## src/rtl/vm_gate_pkg.sv

```systemverilog
// Shared codes for the page access gate.
// Assumes the two-level page-table flag layout and the usual privilege codes.
package vm_gate_pkg;
    localparam int PTE_FLAG_W = 5;
    localparam int FLG_V = 0;
    localparam int FLG_R = 1;
    localparam int FLG_W = 2;
    localparam int FLG_X = 3;
    localparam int FLG_U = 4;

    localparam logic [1:0] PRIV_USER  = 2'd0;
    localparam logic [1:0] PRIV_SUPER = 2'd1;
    localparam logic [1:0] PRIV_MACH  = 2'd3;

    localparam logic [1:0] KIND_READ  = 2'd0;
    localparam logic [1:0] KIND_WRITE = 2'd1;
    localparam logic [1:0] KIND_EXEC  = 2'd2;
endpackage

```

## src/rtl/vm_priv_select.sv

```systemverilog
// Picks the privilege that governs an access and decides whether translation is skipped.
// Assumes the status fields were already extracted by the caller. Purely combinational.
module vm_priv_select
    import vm_gate_pkg::*;
(
    input  logic [1:0] cur_priv,
    input  logic [1:0] prev_priv,
    input  logic       mod_priv,
    input  logic       xlate_on,
    input  logic [1:0] kind,
    input  logic       ifetch_port,
    output logic [1:0] eff_priv,
    output logic       bypass
);
    logic mach_fetch;

    // Loads and stores borrow the previous privilege under modify-privilege.
    always_comb begin
        if (mod_priv && (kind != KIND_EXEC)) eff_priv = prev_priv;
        else                                 eff_priv = cur_priv;
    end

    // Machine instruction-port accesses are never translated.
    always_comb mach_fetch = (cur_priv == PRIV_MACH) && ifetch_port;

    // Skip translation when off, when governed as machine, or for machine fetches.
    always_comb bypass = !xlate_on || (eff_priv == PRIV_MACH) || mach_fetch;
endmodule

```

## src/rtl/vm_perm_check.sv

```systemverilog
// Evaluates a leaf page-table entry against one access and reports a raw fault.
// Assumes the caller masks the result when translation is bypassed.
module vm_perm_check
    import vm_gate_pkg::*;
#(
    parameter int PPN0_W = 10
) (
    input  logic [1:0]            eff_priv,
    input  logic [1:0]            kind,
    input  logic                  sum_bit,
    input  logic                  mxr_bit,
    input  logic [PTE_FLAG_W-1:0] pte_flags,
    input  logic                  pte_level,
    input  logic [PPN0_W-1:0]     pte_ppn0,
    output logic                  fault
);
    logic invalid, user_deny, super_deny, misaligned, kind_deny;

    // The entry must be valid.
    always_comb invalid = !pte_flags[FLG_V];

    // User level may only touch user pages.
    always_comb user_deny = !pte_flags[FLG_U] && (eff_priv == PRIV_USER);

    // Supervisor level needs permission to touch user pages.
    always_comb super_deny = pte_flags[FLG_U] && (eff_priv == PRIV_SUPER) && !sum_bit;

    // A superpage must be aligned on its low page-number field.
    always_comb misaligned = pte_level && (pte_ppn0 != '0);

    // Each access kind needs its own permission flag.
    always_comb begin
        unique case (kind)
            KIND_READ:  kind_deny = !(pte_flags[FLG_R] || (mxr_bit && pte_flags[FLG_X]));
            KIND_WRITE: kind_deny = !pte_flags[FLG_W];
            KIND_EXEC:  kind_deny = !pte_flags[FLG_X];
            default:    kind_deny = 1'b1;
        endcase
    end

    // Any failed rule raises a fault.
    always_comb fault = invalid || user_deny || super_deny || misaligned || kind_deny;
endmodule

```

## src/rtl/vm_access_gate.sv

```systemverilog
// Top of the page access gate: extracts the status fields, combines the privilege
// selection with the permission check, and registers the result one cycle after a
// request. Assumes the leaf entry presented with the request is the final one.
module vm_access_gate
    import vm_gate_pkg::*;
#(
    parameter int STATUS_W = 32,
    parameter int PPN0_W   = 10,
    parameter int MPP_LSB  = 11,
    parameter int MPRV_BIT = 17,
    parameter int SUM_BIT  = 18,
    parameter int MXR_BIT  = 19
) (
    input  logic                  clk,
    input  logic                  rst_n,
    input  logic                  req_valid,
    input  logic [1:0]            cur_priv,
    input  logic [STATUS_W-1:0]   status,
    input  logic                  xlate_on,
    input  logic [1:0]            kind,
    input  logic                  ifetch_port,
    input  logic [PTE_FLAG_W-1:0] pte_flags,
    input  logic                  pte_level,
    input  logic [PPN0_W-1:0]     pte_ppn0,
    output logic                  rsp_valid,
    output logic                  rsp_bypass,
    output logic                  rsp_fault
);
    localparam int MPP_MSB = MPP_LSB + 1;

    logic [1:0] prev_priv, eff_priv;
    logic       mod_priv, sum_bit, mxr_bit;
    logic       bypass, raw_fault, fault_d;
    logic       status_unused;

    // Pull the status fields out of the status word.
    always_comb begin
        prev_priv = status[MPP_MSB:MPP_LSB];
        mod_priv  = status[MPRV_BIT];
        sum_bit   = status[SUM_BIT];
        mxr_bit   = status[MXR_BIT];
    end

    // Other status bits are deliberately left unused.
    assign status_unused = ^status;

    vm_priv_select u_priv (
        .cur_priv   (cur_priv),
        .prev_priv  (prev_priv),
        .mod_priv   (mod_priv),
        .xlate_on   (xlate_on),
        .kind       (kind),
        .ifetch_port(ifetch_port),
        .eff_priv   (eff_priv),
        .bypass     (bypass)
    );

    vm_perm_check #(.PPN0_W(PPN0_W)) u_perm (
        .eff_priv (eff_priv),
        .kind     (kind),
        .sum_bit  (sum_bit),
        .mxr_bit  (mxr_bit),
        .pte_flags(pte_flags),
        .pte_level(pte_level),
        .pte_ppn0 (pte_ppn0),
        .fault    (raw_fault)
    );

    // A bypassed access can never fault.
    always_comb fault_d = raw_fault && !bypass;

    // Capture the decision on a request and hold it otherwise.
    always_ff @(posedge clk) begin
        if (!rst_n) begin
            rsp_valid  <= 1'b0;
            rsp_bypass <= 1'b0;
            rsp_fault  <= 1'b0;
        end else begin
            rsp_valid <= req_valid;
            if (req_valid) begin
                rsp_bypass <= bypass;
                rsp_fault  <= fault_d;
            end
        end
    end

    AST_RSP_AFTER_REQ: assert property (@(posedge clk) disable iff (!rst_n)
        req_valid |=> rsp_valid);
    AST_NO_RSP_IDLE: assert property (@(posedge clk) disable iff (!rst_n)
        !req_valid |=> (!rsp_valid && $stable(rsp_bypass) && $stable(rsp_fault)));
    AST_XLATE_OFF_BYPASS: assert property (@(posedge clk) disable iff (!rst_n)
        (req_valid && !xlate_on) |=> rsp_bypass);
    AST_MACH_FETCH_BYPASS: assert property (@(posedge clk) disable iff (!rst_n)
        (req_valid && cur_priv == PRIV_MACH && ifetch_port) |=> rsp_bypass);
    AST_FAULT_NOT_BYPASS: assert property (@(posedge clk) disable iff (!rst_n)
        !(rsp_bypass && rsp_fault));
    AST_INVALID_FAULTS: assert property (@(posedge clk) disable iff (!rst_n)
        (req_valid && xlate_on && cur_priv != PRIV_MACH && !status[MPRV_BIT]
         && !pte_flags[FLG_V]) |=> rsp_fault);
    AST_USER_PAGE_ONLY: assert property (@(posedge clk) disable iff (!rst_n)
        (req_valid && xlate_on && cur_priv == PRIV_USER && !status[MPRV_BIT]
         && !pte_flags[FLG_U]) |=> rsp_fault);
    AST_WRITE_NEEDS_W: assert property (@(posedge clk) disable iff (!rst_n)
        (req_valid && xlate_on && cur_priv != PRIV_MACH && !status[MPRV_BIT]
         && kind == KIND_WRITE && !pte_flags[FLG_W]) |=> rsp_fault);
endmodule

```

## config.mk

```make
export PLATFORM = sky130hd
export DESIGN_NAME = vm_access_gate
export DESIGN_NICKNAME = d
export VERILOG_FILES = /design/src/rtl/vm_gate_pkg.sv /design/src/rtl/vm_priv_select.sv /design/src/rtl/vm_perm_check.sv /design/src/rtl/vm_access_gate.sv
export SDC_FILE = /design/constraint.sdc
export NUM_CORES = 1
export LEC_CHECK = 0
export ABC_AREA = 0
export BUFFER_PORTS_ARGS = -buffer_cell sky130_fd_sc_hd__buf_2
export CAP_MARGIN = 10
export CORE_AREA = 8 8 45 47
export DETAILED_ROUTE_END_ITERATION = 12
export DIE_AREA = 0 0 53 55
export GPL_ROUTABILITY_DRIVEN = 0
export HOLD_SLACK_MARGIN = 0.06
export PLACE_DENSITY = 0.71
export SETUP_SLACK_MARGIN = 0.5
export SLEW_MARGIN = 10
export SYNTH_ARGS = -nofsm -noshare
export SYNTH_HDL_FRONTEND = slang
export SYNTH_SLANG_ARGS = --single-unit
```

## constraint.sdc

```tcl
create_clock -name clk -period 3.7 [get_ports clk]
set_input_delay 0.74 -clock clk [delete_from_list [all_inputs] [get_ports clk]]
set_output_delay 0.74 -clock clk [all_outputs]
set_load 0.01 [all_outputs]
```

Word level (Yosys, flattened, before mapping)
Index checks and enable logic that the tools add are counted.

cells by class
  magnitude comparators = 0
  equal/unequal tests = 6
  reduce and logical (&&, ||, !) cells = 26
  multiplexer cells = 2
  bitwise gates (word level) = 0
  add/sub/neg operators = 0
  multipliers = 0
  shift-type cells = 0
  div/mod/pow operators = 0

operator list
  operator                                                          count
  10-bit nonzero test                                               1
  1-bit logical AND                                                 8
  1-bit zero test                                                   8
  1-bit logical OR                                                  7
  2-bit == test (second input constant)                             3
  2-bit by 1-bit == test with 1-bit output (second input constant)  2
  2-bit zero test                                                   2
  1-bit one-hot mux with 3 select lines                             1
  2-bit two-way mux                                                 1
  2-bit != test (second input constant)                             1

word-level totals
  flip-flop bits (word level) = 3
  bits in latches = 0
  ROM bits = 0
  word-level logic and storage cells = 37
  input bits = 57
  memories kept = 0
  bits in writable memories = 0

Logic depth before layout (Yosys ltp)
  depth after elaboration = 10
  depth in mapped cells = 5
  mapped depth without buffers = 5

Cells and area by module
A second synthesis with hierarchy kept.

unflattened totals
  cells, all modules = 29
  area total of the unflattened synthesis = 250.2 µm²

by module, submodules not included
  module          area an instance (µm²)  cells each  instances
  vm_access_gate  103.8                   9           1
  vm_perm_check   81.3                    11          1
  vm_priv_select  65.1                    9           1

Worst setup path after synthesis
No wires, ideal clock.

  kind = input-to-reg
  from = input pte_ppn0[7]
  to = register rsp_fault
  setup slack = 1.745 ns
  setup time = 0.118 ns
  stages = 5
  data required time = 3.582 ns
  arrival time = 1.837 ns
  cell sequence = or4_1 > o41ai_2 > nand4_1 > a31oi_1 > nor3_1

between the ends
  word-level cells in the longest chain between the ends = 5

ends and longest elaborated chain
  element                        RTL line              text
  start: declaration             vm_access_gate.sv:24  input logic [PPN0_W-1:0] pte_ppn0,
  10-bit nonzero test            vm_perm_check.sv:29   always_comb misaligned = pte_level && (pte_ppn0 != '0);
  1-bit logical AND              vm_perm_check.sv:29
  1-bit logical OR (2 in a row)  vm_perm_check.sv:42   always_comb fault = invalid || user_deny || super_deny || misaligned || kind_deny;
  1-bit logical AND              vm_access_gate.sv:70  always_comb fault_d = raw_fault && !bypass;
  end signal: assignment         vm_access_gate.sv:82  rsp_fault <= fault_d;
  end: declaration               vm_access_gate.sv:27  output logic rsp_fault

No other way between the ends.
A chain may end at the register's enable or synchronous reset.

Worst setup path in the final report
Ends and elaborated chain as after synthesis.

==> flow_metrics.env <==
export IMPL_min_from="rsp_bypass"
export IMPL_cellPowerDensity_nw_per_um2=274.6
export IMPL_initial_core_util_pct=19.08
export IMPL_grt_pass1_vias=392
export IMPL_viasPerCell=4.558
export IMPL_fin_crit_sh_pct=51.89
export IMPL_groute_usage_overall_pct=7.205
export IMPL_r2r_start="rsp_fault"
export IMPL_fin_nets=128
export IMPL_cts_setup_buffers=0
export IMPL_ios=60
export IMPL_power_leakage_nw=0.2633
export IMPL_rsz0062_at_grt="false"
export IMPL_cp_max_fo=1
export IMPL_row_count=14
export IMPL_core_area_um2=1384
export IMPL_timing_rr_end="rsp_fault"
export IMPL_min_period_ps=1920
export IMPL_grt_first_pass_wirelength_um=1511
export IMPL_slowest_stage="or4_1"
export IMPL_clk_pin_slew_ps=40
export IMPL_finalHoldViolCount=0
export IMPL_hold_depth=3
export IMPL_route_detailed_drc=0
export IMPL_tightest_slew_ps=421.3
export IMPL_synthesis_nets=91
export IMPL_cts_hold_buf=0
export IMPL_antennaDiodeCount=0
export IMPL_drt_first_pass_iters=2
export IMPL_drv_slew=0
export IMPL_grt_start_max_net_pins=6
export IMPL_wirelength_um=950
export IMPL_yosysWarningCount=0
export IMPL_whs_ps=572.9
export IMPL_hold_end="rsp_bypass"
export IMPL_avgSynthCellArea_um2=7.765
export IMPL_ant_nets=0
export IMPL_vdd_drop_max_mv=0.1267
export IMPL_place_ws_ps=1529
export IMPL_syn2layout_area_growth_pct=78.20
export IMPL_post_drt_wl_per_cell_um=11.05
export IMPL_post_dp_hpwl_um=861
export IMPL_cts_buffer_depth=2
export IMPL_yosysUniqueCellTypes=18
export IMPL_critPathKind="in2reg"
export IMPL_drive_gt1_share_pct=52.86
export IMPL_synthCells=34
export IMPL_ys_ff_latch=3
export IMPL_fp_dieH_um=55
export IMPL_die_x_um=53
export IMPL_cts_buffers=3
export IMPL_io_buffers=32
export IMPL_slowest_delay_ps=540
export IMPL_root_buffer="clkbuf_4"
export IMPL_ctsResizeCount=0
export IMPL_reg2reg_depth=4
export IMPL_tns_ps=0
export IMPL_clkLatencyLatePin_ps=240
export IMPL_yosysSeqAreaShare_pct=22.75
export IMPL_drt_initial_drc_count=3
export IMPL_min_path_type="reg2reg"
export IMPL_die_area_um2=2915
export IMPL_worst_ep_arrival_time_ps=2040
export IMPL_endpoint_kind="flop"
export IMPL_worst_ep_required_time_ps=3820
export IMPL_status="completed"
export IMPL_setup_ws_ps=1780
export IMPL_setup_violations_final=0
export IMPL_r2r_slack_ps=2840
export IMPL_antenna_found_initial=0
export IMPL_crit_buf_inv=1
export IMPL_max_slew_margin_pct=71.72
export IMPL_fmax_mhz=520.9
export IMPL_path_delay_family="simple AND/OR/NAND/NOR gates"
export IMPL_synth_area_um2=264.0
export IMPL_grt_overflow=0
export IMPL_worstPathCellList="buf_2, or4_1, o41ai_2, nand4_1, a31oi_1, nor3_1"
export IMPL_h_tree_depth=1
export IMPL_cap_violations=0
export IMPL_power_mw=0.1292
export IMPL_start_kind="input pin"
export IMPL_cts_tree="done"
export IMPL_vias=392
export IMPL_fin_skew_ps=0
export IMPL_cts_sinks=3
-- registers in the layout, indices dropped and copies added (netlist names) --
signal,flops
rsp_bypass,1
rsp_valid,1
rsp_fault,1
-- power by group --
| group | switching, mW | internal [mW] |
|---|---|---|
| clock network | 0.0185 | 0.0405 |
| logic | 0.0143 | 0.0207 |
| registers | 0.000676 | 0.0345 |
-- worst max-delay path by stage --
stage,start,end,cells after the start
2_1_floorplan,pte_ppn0[7],rsp_fault,5
3_3_place_gp,pte_ppn0[7],rsp_fault,6
3_5_place_dp,pte_ppn0[7],rsp_fault,6
4_1_cts,pte_ppn0[7],rsp_fault,6
5_1_grt,pte_ppn0[7],rsp_fault,6
6_report,pte_ppn0[7],rsp_fault,6
-- per-layer routing --
metal  up-vias  global-route usage [%]  wire, um  share of wire [%]
li1        200                       -         -                  -
met1       163                   7.121       350                 37
met2        25                   10.16       411                 43
met3         4                   3.209       144                 15
met4         0                   9.052        44                4.6
met5         -                       0         0                  0
-- layout by cell type (no fill, tap or decap) --
cell type / n
a31oi_1: 1
or4_1: 2
nor3_1: 1
dfxtp_1: 3
clkbuf_1: 1
o41ai_2: 1
and2_1: 1
clkbuf_4: 3
nand2_1: 4
o211a_1: 1
o31a_1: 2
nand2b_1: 2
nor2b_1: 2
o21ai_1: 1
buf_2: 32
nor2_1: 4
nand4_1: 1
o32ai_1: 1
mux2i_1: 3
mux2_2: 1
inv_1: 3
-- cells in the mapped netlist --
master | instances | area share (%)
nand2b_1 | 2 | 4.7
nor2b_1 | 2 | 4.7
o21ai_1 | 1 | 1.9
mux2i_1 | 3 | 11
nand2_1 | 4 | 5.7
dfxtp_1 | 3 | 23
and2_1 | 1 | 2.4
mux2_2 | 1 | 4.3
nor2_1 | 4 | 5.7
o41ai_2 | 1 | 6.2
o211a_1 | 1 | 3.8
inv_1 | 3 | 4.3
o32ai_1 | 1 | 3.3
nand4_1 | 1 | 2.4
o31a_1 | 2 | 6.6
or4_1 | 2 | 5.7
nor3_1 | 1 | 1.9
a31oi_1 | 1 | 2.4
-- cell families (layout without fill, tap and decap cells) --
logic type	Yosys count	in the layout	synth area share, %
AND/OR/NAND/NOR	17	17	33.17
AO/OA/AOI/OAI	7	7	24.17
multiplexers	4	4	15.64
flip-flops	3	3	22.75
buffers and inverters	3	39	4.265
-- metrics by stage --
step / cell area, um2 / cells / util [%]
finish: 470.5 / 86 / 34.00
detailed placement: 444.2 / 82 / 32.10
global route: 470.5 / 86 / 34.00
floorplan: 264.0 / 34 / -
CTS: 470.5 / 86 / 34.00
global placement: 444.2 / 82 / 32.10
-- worst reg2reg max path, delay by kind of cell, from the launching register on --
family / cells / cell delay [ps]
DFF: 1 / 300
AOI/OAI and AO/OA: 1 / 160
and+or+nand+nor: 3 / 290
-- area by class of cell --
class / count / area (um2)
well taps: 16 / 20.02
clock buffers: 4 / 26.28
repair buffers: 32 / 160.2
multi-input cells: 28 / 192.7
flip-flops and latches: 3 / 60.06
fillers: 156 / 913.4
inverters: 3 / 11.26
(Power assumes the default switching activity.)
